[src/rtl/axbm_pkg.sv]
package axbm_pkg;

    typedef enum logic [2:0] {
        ST_IDLE,
        ST_AW,
        ST_WD,
        ST_WB,
        ST_AR,
        ST_RD
    } axbm_state_e;

    typedef struct packed {
        logic is_write;
        logic is_block;
    } axbm_cmd_t;

    localparam logic [1:0] AXI_INCR = 2'b01;
    localparam logic [1:0] AXI_OKAY = 2'b00;

    function automatic logic [2:0] size_code(input int bytes);
        return 3'($clog2(bytes));
    endfunction

endpackage

[src/rtl/axbm_seq.sv]
// Burst sequencer: holds the current burst address and counts bursts.
module axbm_seq #(
    parameter int ADDR_W = 32,
    parameter int STEP   = 128,
    parameter int COUNT  = 16
) (
    input  logic              clk,
    input  logic              rst,
    input  logic              load,
    input  logic [ADDR_W-1:0] start_addr,
    input  logic              advance,
    input  logic              block_mode,
    output logic [ADDR_W-1:0] addr,
    output logic              last_burst
);
    localparam int CW = (COUNT > 1) ? $clog2(COUNT) : 1;

    logic [CW-1:0] cnt_q;

    always_ff @(posedge clk) begin
        if (rst) begin
            addr  <= '0;
            cnt_q <= '0;
        end else if (load) begin
            addr  <= start_addr;
            cnt_q <= '0;
        end else if (advance) begin
            addr  <= addr + ADDR_W'(STEP);
            cnt_q <= cnt_q + 1'b1;
        end
    end

    assign last_burst = !block_mode || (cnt_q == CW'(COUNT - 1));
endmodule

[src/rtl/axbm_beat.sv]
// Beat counter within one burst.
module axbm_beat #(
    parameter int BEATS = 16
) (
    input  logic clk,
    input  logic rst,
    input  logic clear,
    input  logic advance,
    input  logic block_mode,
    output logic last_beat
);
    localparam int BW = (BEATS > 1) ? $clog2(BEATS) : 1;

    logic [BW-1:0] beat_q;

    always_ff @(posedge clk) begin
        if (rst || clear) beat_q <= '0;
        else if (advance) beat_q <= beat_q + 1'b1;
    end

    assign last_beat = !block_mode || (beat_q == BW'(BEATS - 1));
endmodule

[src/rtl/axbm_engine.sv]
module axbm_engine
    import axbm_pkg::*;
#(
    parameter int ADDR_W      = 32,
    parameter int DATA_W      = 64,
    parameter int BURST_BEATS = 16,
    parameter int BURST_COUNT = 16
) (
    input  logic              clk,
    input  logic              rst,
    input  logic              cmd_valid,
    output logic              cmd_ready,
    input  logic              cmd_write,
    input  logic              cmd_block,
    input  logic [ADDR_W-1:0] cmd_addr,
    input  logic              wd_valid,
    output logic              wd_ready,
    input  logic [DATA_W-1:0] wd_data,
    output logic              rd_valid,
    output logic [DATA_W-1:0] rd_data,
    output logic              done,
    output logic              err,
    output logic              awvalid,
    input  logic              awready,
    output logic [ADDR_W-1:0] awaddr,
    output logic [7:0]        awlen,
    output logic [2:0]        awsize,
    output logic [1:0]        awburst,
    output logic              wvalid,
    input  logic              wready,
    output logic [DATA_W-1:0] wdata,
    output logic [DATA_W/8-1:0] wstrb,
    output logic              wlast,
    input  logic              bvalid,
    output logic              bready,
    input  logic [1:0]        bresp,
    output logic              arvalid,
    input  logic              arready,
    output logic [ADDR_W-1:0] araddr,
    output logic [7:0]        arlen,
    output logic [2:0]        arsize,
    output logic [1:0]        arburst,
    input  logic              rvalid,
    output logic              rready,
    input  logic [DATA_W-1:0] rdata,
    input  logic [1:0]        rresp,
    input  logic              rlast
);
    localparam int BYTES = DATA_W / 8;
    localparam int OFS   = $clog2(BYTES);
    localparam int STEP  = BURST_BEATS * BYTES;
    localparam logic [7:0] LEN_BLK = 8'(BURST_BEATS - 1);

    axbm_state_e state_q, state_d;
    axbm_cmd_t   cmd_q;
    logic        done_q, err_q;
    logic        load, seq_adv, beat_clr, beat_adv;
    logic        last_burst, last_beat;
    logic [ADDR_W-1:0] cur_addr, start_aligned;
    logic        w_hs, r_hs, b_hs;
    logic        unused_r;

    assign start_aligned = {cmd_addr[ADDR_W-1:OFS], {OFS{1'b0}}};
    assign unused_r      = ^{rresp, rlast};

    assign w_hs = (state_q == ST_WD) && wd_valid && wready;
    assign r_hs = (state_q == ST_RD) && rvalid;
    assign b_hs = (state_q == ST_WB) && bvalid;

    assign load     = (state_q == ST_IDLE) && cmd_valid;
    assign beat_clr = (state_q == ST_AW) || (state_q == ST_AR);
    assign beat_adv = w_hs || r_hs;
    assign seq_adv  = (b_hs && !last_burst) || (r_hs && last_beat && !last_burst);

    axbm_seq #(.ADDR_W(ADDR_W), .STEP(STEP), .COUNT(BURST_COUNT)) seq_i (
        .clk(clk), .rst(rst), .load(load), .start_addr(start_aligned),
        .advance(seq_adv), .block_mode(cmd_q.is_block),
        .addr(cur_addr), .last_burst(last_burst)
    );

    axbm_beat #(.BEATS(BURST_BEATS)) beat_i (
        .clk(clk), .rst(rst), .clear(beat_clr), .advance(beat_adv),
        .block_mode(cmd_q.is_block), .last_beat(last_beat)
    );

    always_comb begin
        state_d = state_q;
        unique case (state_q)
            ST_IDLE: if (cmd_valid) state_d = cmd_write ? ST_AW : ST_AR;
            ST_AW:   if (awready) state_d = ST_WD;
            ST_WD:   if (w_hs && last_beat) state_d = ST_WB;
            ST_WB:   if (bvalid) state_d = last_burst ? ST_IDLE : ST_AW;
            ST_AR:   if (arready) state_d = ST_RD;
            ST_RD:   if (r_hs && last_beat) state_d = last_burst ? ST_IDLE : ST_AR;
            default: state_d = ST_IDLE;
        endcase
    end

    always_ff @(posedge clk) begin
        if (rst) begin
            state_q <= ST_IDLE;
            cmd_q   <= '0;
            done_q  <= 1'b0;
            err_q   <= 1'b0;
        end else begin
            state_q <= state_d;
            done_q  <= (b_hs && last_burst) || (r_hs && last_beat && last_burst);
            if (load) cmd_q <= '{is_write: cmd_write, is_block: cmd_block};
            if (b_hs && (bresp != AXI_OKAY)) err_q <= 1'b1;
        end
    end

    assign cmd_ready = (state_q == ST_IDLE);
    assign done      = done_q;
    assign err       = err_q;

    assign awvalid = (state_q == ST_AW);
    assign awaddr  = cur_addr;
    assign awlen   = cmd_q.is_block ? LEN_BLK : 8'd0;
    assign awsize  = size_code(BYTES);
    assign awburst = AXI_INCR;

    assign wvalid   = (state_q == ST_WD) && wd_valid;
    assign wd_ready = (state_q == ST_WD) && wready;
    assign wdata    = wd_data;
    assign wstrb    = '1;
    assign wlast    = (state_q == ST_WD) && last_beat;
    assign bready   = (state_q == ST_WB);

    assign arvalid = (state_q == ST_AR);
    assign araddr  = cur_addr;
    assign arlen   = cmd_q.is_block ? LEN_BLK : 8'd0;
    assign arsize  = size_code(BYTES);
    assign arburst = AXI_INCR;

    assign rready   = (state_q == ST_RD);
    assign rd_valid = r_hs;
    assign rd_data  = rdata;
endmodule

[config.mk]
export PLATFORM = sky130hd
export DESIGN_NAME = axbm_engine
export DESIGN_NICKNAME = d
export VERILOG_FILES = /design/src/rtl/axbm_pkg.sv /design/src/rtl/axbm_seq.sv /design/src/rtl/axbm_beat.sv /design/src/rtl/axbm_engine.sv
export SDC_FILE = /design/constraint.sdc
export NUM_CORES = 1
export LEC_CHECK = 0
export BUFFER_PORTS_ARGS = -buffer_cell sky130_fd_sc_hd__buf_2
export CAP_MARGIN = 10
export CORE_AREA = 2 2 159 161
export DETAILED_ROUTE_END_ITERATION = 8
export DIE_AREA = 0 0 161 163
export HOLD_SLACK_MARGIN = 0.12
export SLEW_MARGIN = 20
export SYNTH_ARGS = -nofsm -noshare
export SYNTH_HDL_FRONTEND = slang
export SYNTH_HIERARCHICAL = 1
export SYNTH_SLANG_ARGS = --single-unit
[constraint.sdc]
create_clock -name clk -period 5.8 [get_ports clk]
set_input_delay 1.74 -clock clk [delete_from_list [all_inputs] [get_ports clk]]
set_output_delay 1.74 -clock clk [all_outputs]
set_load 0.05 [all_outputs]
Word level (Yosys, flattened, before mapping)
Index checks and enable logic that the tools add are counted.
Storage, ports and cells
  bits in registers: 46
  input bits: 176
  logic and storage cells: 65
Cells by class
  $add $sub $neg: 3
  equal/unequal tests: 13
  multiplexer cells: 13
  reductions and logical operators: 28
Operators by type and width (number)
  $mux 32: 2
  $add 32x8->32 const B: 1
  $mux 3: 8
  $pmux 3 s6: 1
  $logic_and 1x1->1: 14
  $add 4x1->4 const B: 2
  $eq 4x4->1 const B: 2
  $ne 2x1->1 const B: 4
  $logic_or 1x1->1: 7
  $eq 3x2->1 const B: 2
  $eq 3x3->1 const B: 2
  $reduce_and 6->1: 1
  $mux 4: 1
  $ne 2x2->1 const B: 2
  $reduce_bool 2->1: 2
  $eq 3x1->1 const B: 1
  $logic_not 3->1: 1
  $logic_not 1->1: 2
  $reduce_or 2->1: 1
  $mux 1: 1

Longest topological paths before layout
  depth after elaboration: 7
  depth in mapped cells: 12

Hierarchy
The synthesis kept the hierarchy.
By module, submodules not included
  axbm_engine: instances 1, cells an instance 253, area each 1909.3 um^2
  axbm_seq: instances 1, cells an instance 214, area each 1806.7 um^2
  axbm_beat: instances 1, cells an instance 19, area each 186.4 um^2

Worst setup path before layout
No wires, ideal clock.
  kind: input port to output port
  start point: in wd_valid
  end point: out wvalid
  data arrival time: 2.265 ns
  path slack: 1.795 ns
  cell stages on the path: 1
  buffers on the path: 0
  path through: and4bb_1
Between the ends
  longest elaborated chain between the ends: 1
RTL lines
  start, declared: line axbm_engine.sv:16  | input logic wd_valid,
  $logic_and 1x1->1: line axbm_engine.sv:123  | assign wvalid = (state_q == ST_WD) && wd_valid;
  end, declared: line axbm_engine.sv:29  | output logic wvalid,
No other way between the ends.

Final worst setup path
Ends and elaborated chain as after synthesis.

==> implementation parameters <==
Parameter                              Value

Yosys
  Post-Syn Instances ... 486
  Share of the synthesized area in the top cell type ... 0.371
  Ranking of synthesized cells by area ... sky130_fd_sc_hd__buf_4 (37%), sky130_fd_sc_hd__dfxtp_1 (24%), sky130_fd_sc_hd__nor2_1 (3.9%)
  Register area share after synthesis ... 0.236
  Share of cell area taken by muxes after synthesis ... 0.0311
  Number of distinct standard cells referenced by the synthesized netlist ... 52
  Leading cell type by number of instances after synthesis ... sky130_fd_sc_hd__buf_4
  Main combinational cell family by area after synthesis ... buffers and inverters
  Most numerous cell types in the synthesized netlist ... sky130_fd_sc_hd__buf_4 (193), sky130_fd_sc_hd__dfxtp_1 (46), sky130_fd_sc_hd__nor2_1 (41)
  Share of flip-flops with an asynchronous set or reset after synthesis ... 0
  Area fraction in and, or, nand and nor cells after synthesis ... 0.185
  Predominant post-synthesis flop cell ... sky130_fd_sc_hd__dfxtp_1
  Cell type with the highest aggregate area in the netlist ... sky130_fd_sc_hd__buf_4
  Mapped Area ... 3900 um^2
  Yosys synthesis warning count ... 6
  Parity-gate share of the synthesized area counting xor and xnor cells ... 0.0337
  Number of enable-type register cells in the synthesized netlist ... 0
  Mean area per synthesized cell ... 8.03 um^2
  Synth Area in Compound Gates ... 0.0968
  Count of state elements after synthesis ... 46
  Post-Synth Adder-Cell Area ... 0.00962

Clocking
  Insertion delay to the later sink of the worst-skew pair ... 0.30 ns
  Number of buffers on the longest clock path ... 2
  Root buffer cell ... sky130_fd_sc_hd__clkbuf_16
  Number of clock buffers inserted by TritonCTS ... 5
  Maximum level of the CTS H-tree ... 2
  TritonCTS clock tree ... yes
  Clock Pin Slew Worst Setup and Hold Paths ... 0.07 ns
  Clock Sinks ... 46
  Resized cells post-CTS ... 0
  Total of hold buffers inserted after clock tree synthesis ... 0
  Post-CTS setup buffers ... 0

Drt
  Vias ... between 2000 and 3000
  Number of iterations in the first detailed-routing pass ... 4
  Violation count after the first detailed-route iteration ... 109
  Number of DRC violations after detailed routing ... 0
  Routed wire length per instance ... 15.5 um
  Number of nets still failing antenna checks after routing ... 0
  Via/cell ratio ... about 3.7
  Total Routed Length ... between 10000 and 15000 um

Global routing
  Via count of the first global-routing pass ... roughly 2500
  Largest net degree at the start of global routing ... 46
  Fraction of met3 tracks used by global routing ... 0.0374
  Met2 Usage GRT ... 0.128
  Overflow left after global routing ... 0
  Initial antenna violation count ... 4
  GRT Max-Usage Layer ... met2
  Total global-route track usage ... 0.0853
  Global-route wire length before repair ... around 16000 um
  Global routing met1 resource utilization ... 0.0977

Critical path
  Type of element capturing the critical path ... output port
  Critical path data arrival time ... 2.33 ns
  Stage delay of the slowest cell on the critical path ... between 0.2 and 0.3 ns
  Required @ worst endpoint ... 4.06 ns
  Startpoint of the most critical setup path ... wd_valid
  Startpoint of the worst-slack reg-to-reg timing path ... state_q[2]$_SDFFE_PP0P_
  Class of the most critical setup path ... in2out
  Slowest cell on crit path ... sky130_fd_sc_hd__buf_2
  Critical Path Most Common Cell ... sky130_fd_sc_hd__buf_2
  Crit-path cells ... buf_2 > and4bb_1 > buf_2
  Maximum fanout along the worst path ... 3
  Worst setup SP type ... primary input

Floorplan
  Number of placed I/O pins ... 413
  Full die area ... ~26000 um^2
  Y dimension of the die ... ~160 um
  Die Wd ... 161 um
  Starting Density ... 0.158
  Number of rows created at floorplan ... 58
  Placeable core region ... 24700 um^2

Power and ir drop
  Areal power density over the cells ... 399 nW/um^2
  Static power due to leakage ... 1.55 nW
  Worst IR drop on VDD ... 0.102 mV
  Post-layout total power ... 1.46 mW

Timing
  Hold violation count in the final report ... 0
  Unrepaired setup endpoints after global routing ... no
  Measured slew at the worst slew-check pin ... 0.999 ns
  Highest Clock Rate ... 0.246 GHz
  Slew headroom ... 0.334
  Clock Skews ... 0.00601 ns
  Setup violators final ... 0
  Period utilisation layout ... 0.702
  Final max-slew violation count ... 0
  Setup total negative slack ... 0 ns
  Final min period ... 4.07 ns

Final layout
  Syn-to-layout area delta ... -5.87%
  Share of layout cells above drive strength 1 ... 0.329
  Final layout net count ... ~600

Placed design
  Count of buffers from port buffering ... ~120
  Detailed-placement wirelength estimate ... 9060 um
  Routability congestion estimate from global placement ... 0.663

Job
  Max-cap violations ... 0

Min path
  HP Start ... err$_SDFFE_PP0P_
  Worst min path class ... reg2reg

Outcome
  Result of the run ... finished, final reports clean
-- area by class of cell --
| class | instances | area (um^2) |
|---|---|---|
| Fill cell | 2877 | 21000 |
| Multi-Input combinational cell | 246 | 1500 |
| Sequential cell | 46 | 921 |
| Timing Repair Buffer | 126 | 636 |
| Tap cell | 330 | 413 |
| Clock buffer | 5 | 125 |
| Clock inverter | 3 | 43.8 |
| Inverter | 8 | 30.0 |
| Antenna cell | 2 | 5.00 |
-- layer usage --
layer	vias to the layer above	wire length, um
met3	85	1240
met1	1280	4720
met5	-	21
li1	1330	-
met2	139	5080
met4	4	786
-- where the power goes --
group	switching (mW)	internal, mW	leakage [nW]
logic	0.519	0.150	1.09
registers	0.0846	0.362	0.378
clock network	0.144	0.205	0.0842
total	0.748	0.717	1.55
-- path summary, 6_finish.rpt --
kind	endpoint	slack, ns	depth (start not counted)
hold reg to reg	err$_SDFFE_PP0P_	0.47	2
setup / recovery	wvalid	1.73	3
setup reg to reg	seq_i/addr[28]$_SDFFE_PP0N_	2.52	9
hold / removal	err$_SDFFE_PP0P_	0.47	2
-- logic make-up (layout without fill, tap and decap cells) --
family / after synthesis / after routing
adders and majority gates: 3 / 3
AOI/OAI and AO/OA: 50 / 50
DFF: 46 / 46
and+or+nand+nor: 137 / 137
other: 2 / 31
buffers and inverters: 221 / 142
xor gates and xnor gates: 15 / 15
muxes: 12 / 12
-- worst max-delay path, delay by kind of cell --
| kind | cells | cell delay [ns] |
|---|---|---|
| and+or+nand+nor | 1 | 0.23 |
| buffers and inverters | 2 | 0.36 |
-- layout by cell type (no fill, tap or decap), types with 6 or more instances in the layout --
cell type,Yosys,final
sky130_fd_sc_hd__nand4_1,8,8
sky130_fd_sc_hd__nor2b_1,6,6
sky130_fd_sc_hd__conb_1,2,29
sky130_fd_sc_hd__a311oi_1,13,13
sky130_fd_sc_hd__a211oi_1,9,9
sky130_fd_sc_hd__buf_2,5,124
sky130_fd_sc_hd__o31ai_1,8,8
sky130_fd_sc_hd__dfxtp_1,46,46
sky130_fd_sc_hd__nand2_1,18,18
sky130_fd_sc_hd__inv_1,6,6
sky130_fd_sc_hd__xnor2_1,9,9
sky130_fd_sc_hd__nor2_1,41,41
sky130_fd_sc_hd__xor2_1,6,6
sky130_fd_sc_hd__mux2i_1,11,11
sky130_fd_sc_hd__nand3_1,10,10
sky130_fd_sc_hd__nor3_1,12,12
sky130_fd_sc_hd__or4_1,11,11
-- per-stage QoR --
| stage | instance area (um^2) | setup slack [ns] | hold slack [ns] | utilization | instances |
|---|---|---|---|---|---|
| finish | 3670 | 1.73 | 0.468 | 0.149 | 766 |
| global placement | 3500 | 1.64 | 0.455 | 0.142 | 756 |
| detailed placement | 3500 | 1.62 | 0.458 | 0.142 | 756 |
| CTS | 3670 | 1.72 | 0.477 | 0.149 | 764 |
| global route | 3670 | 1.68 | 0.503 | 0.149 | 764 |
| floorplan | 4000 | 1.79 | 0.488 | - | 513 |
-- state kept, by name (all words and copies together) (netlist names) --
| name | count |
|---|---|
| err | 1 |
| state_q | 3 |
| cmd_q | 1 |
| seq_i/cnt_q | 4 |
| seq_i/addr | 32 |
| beat_i/beat_q | 4 |
| done | 1 |
No activity file was read; power rests on OpenSTA's default activity.
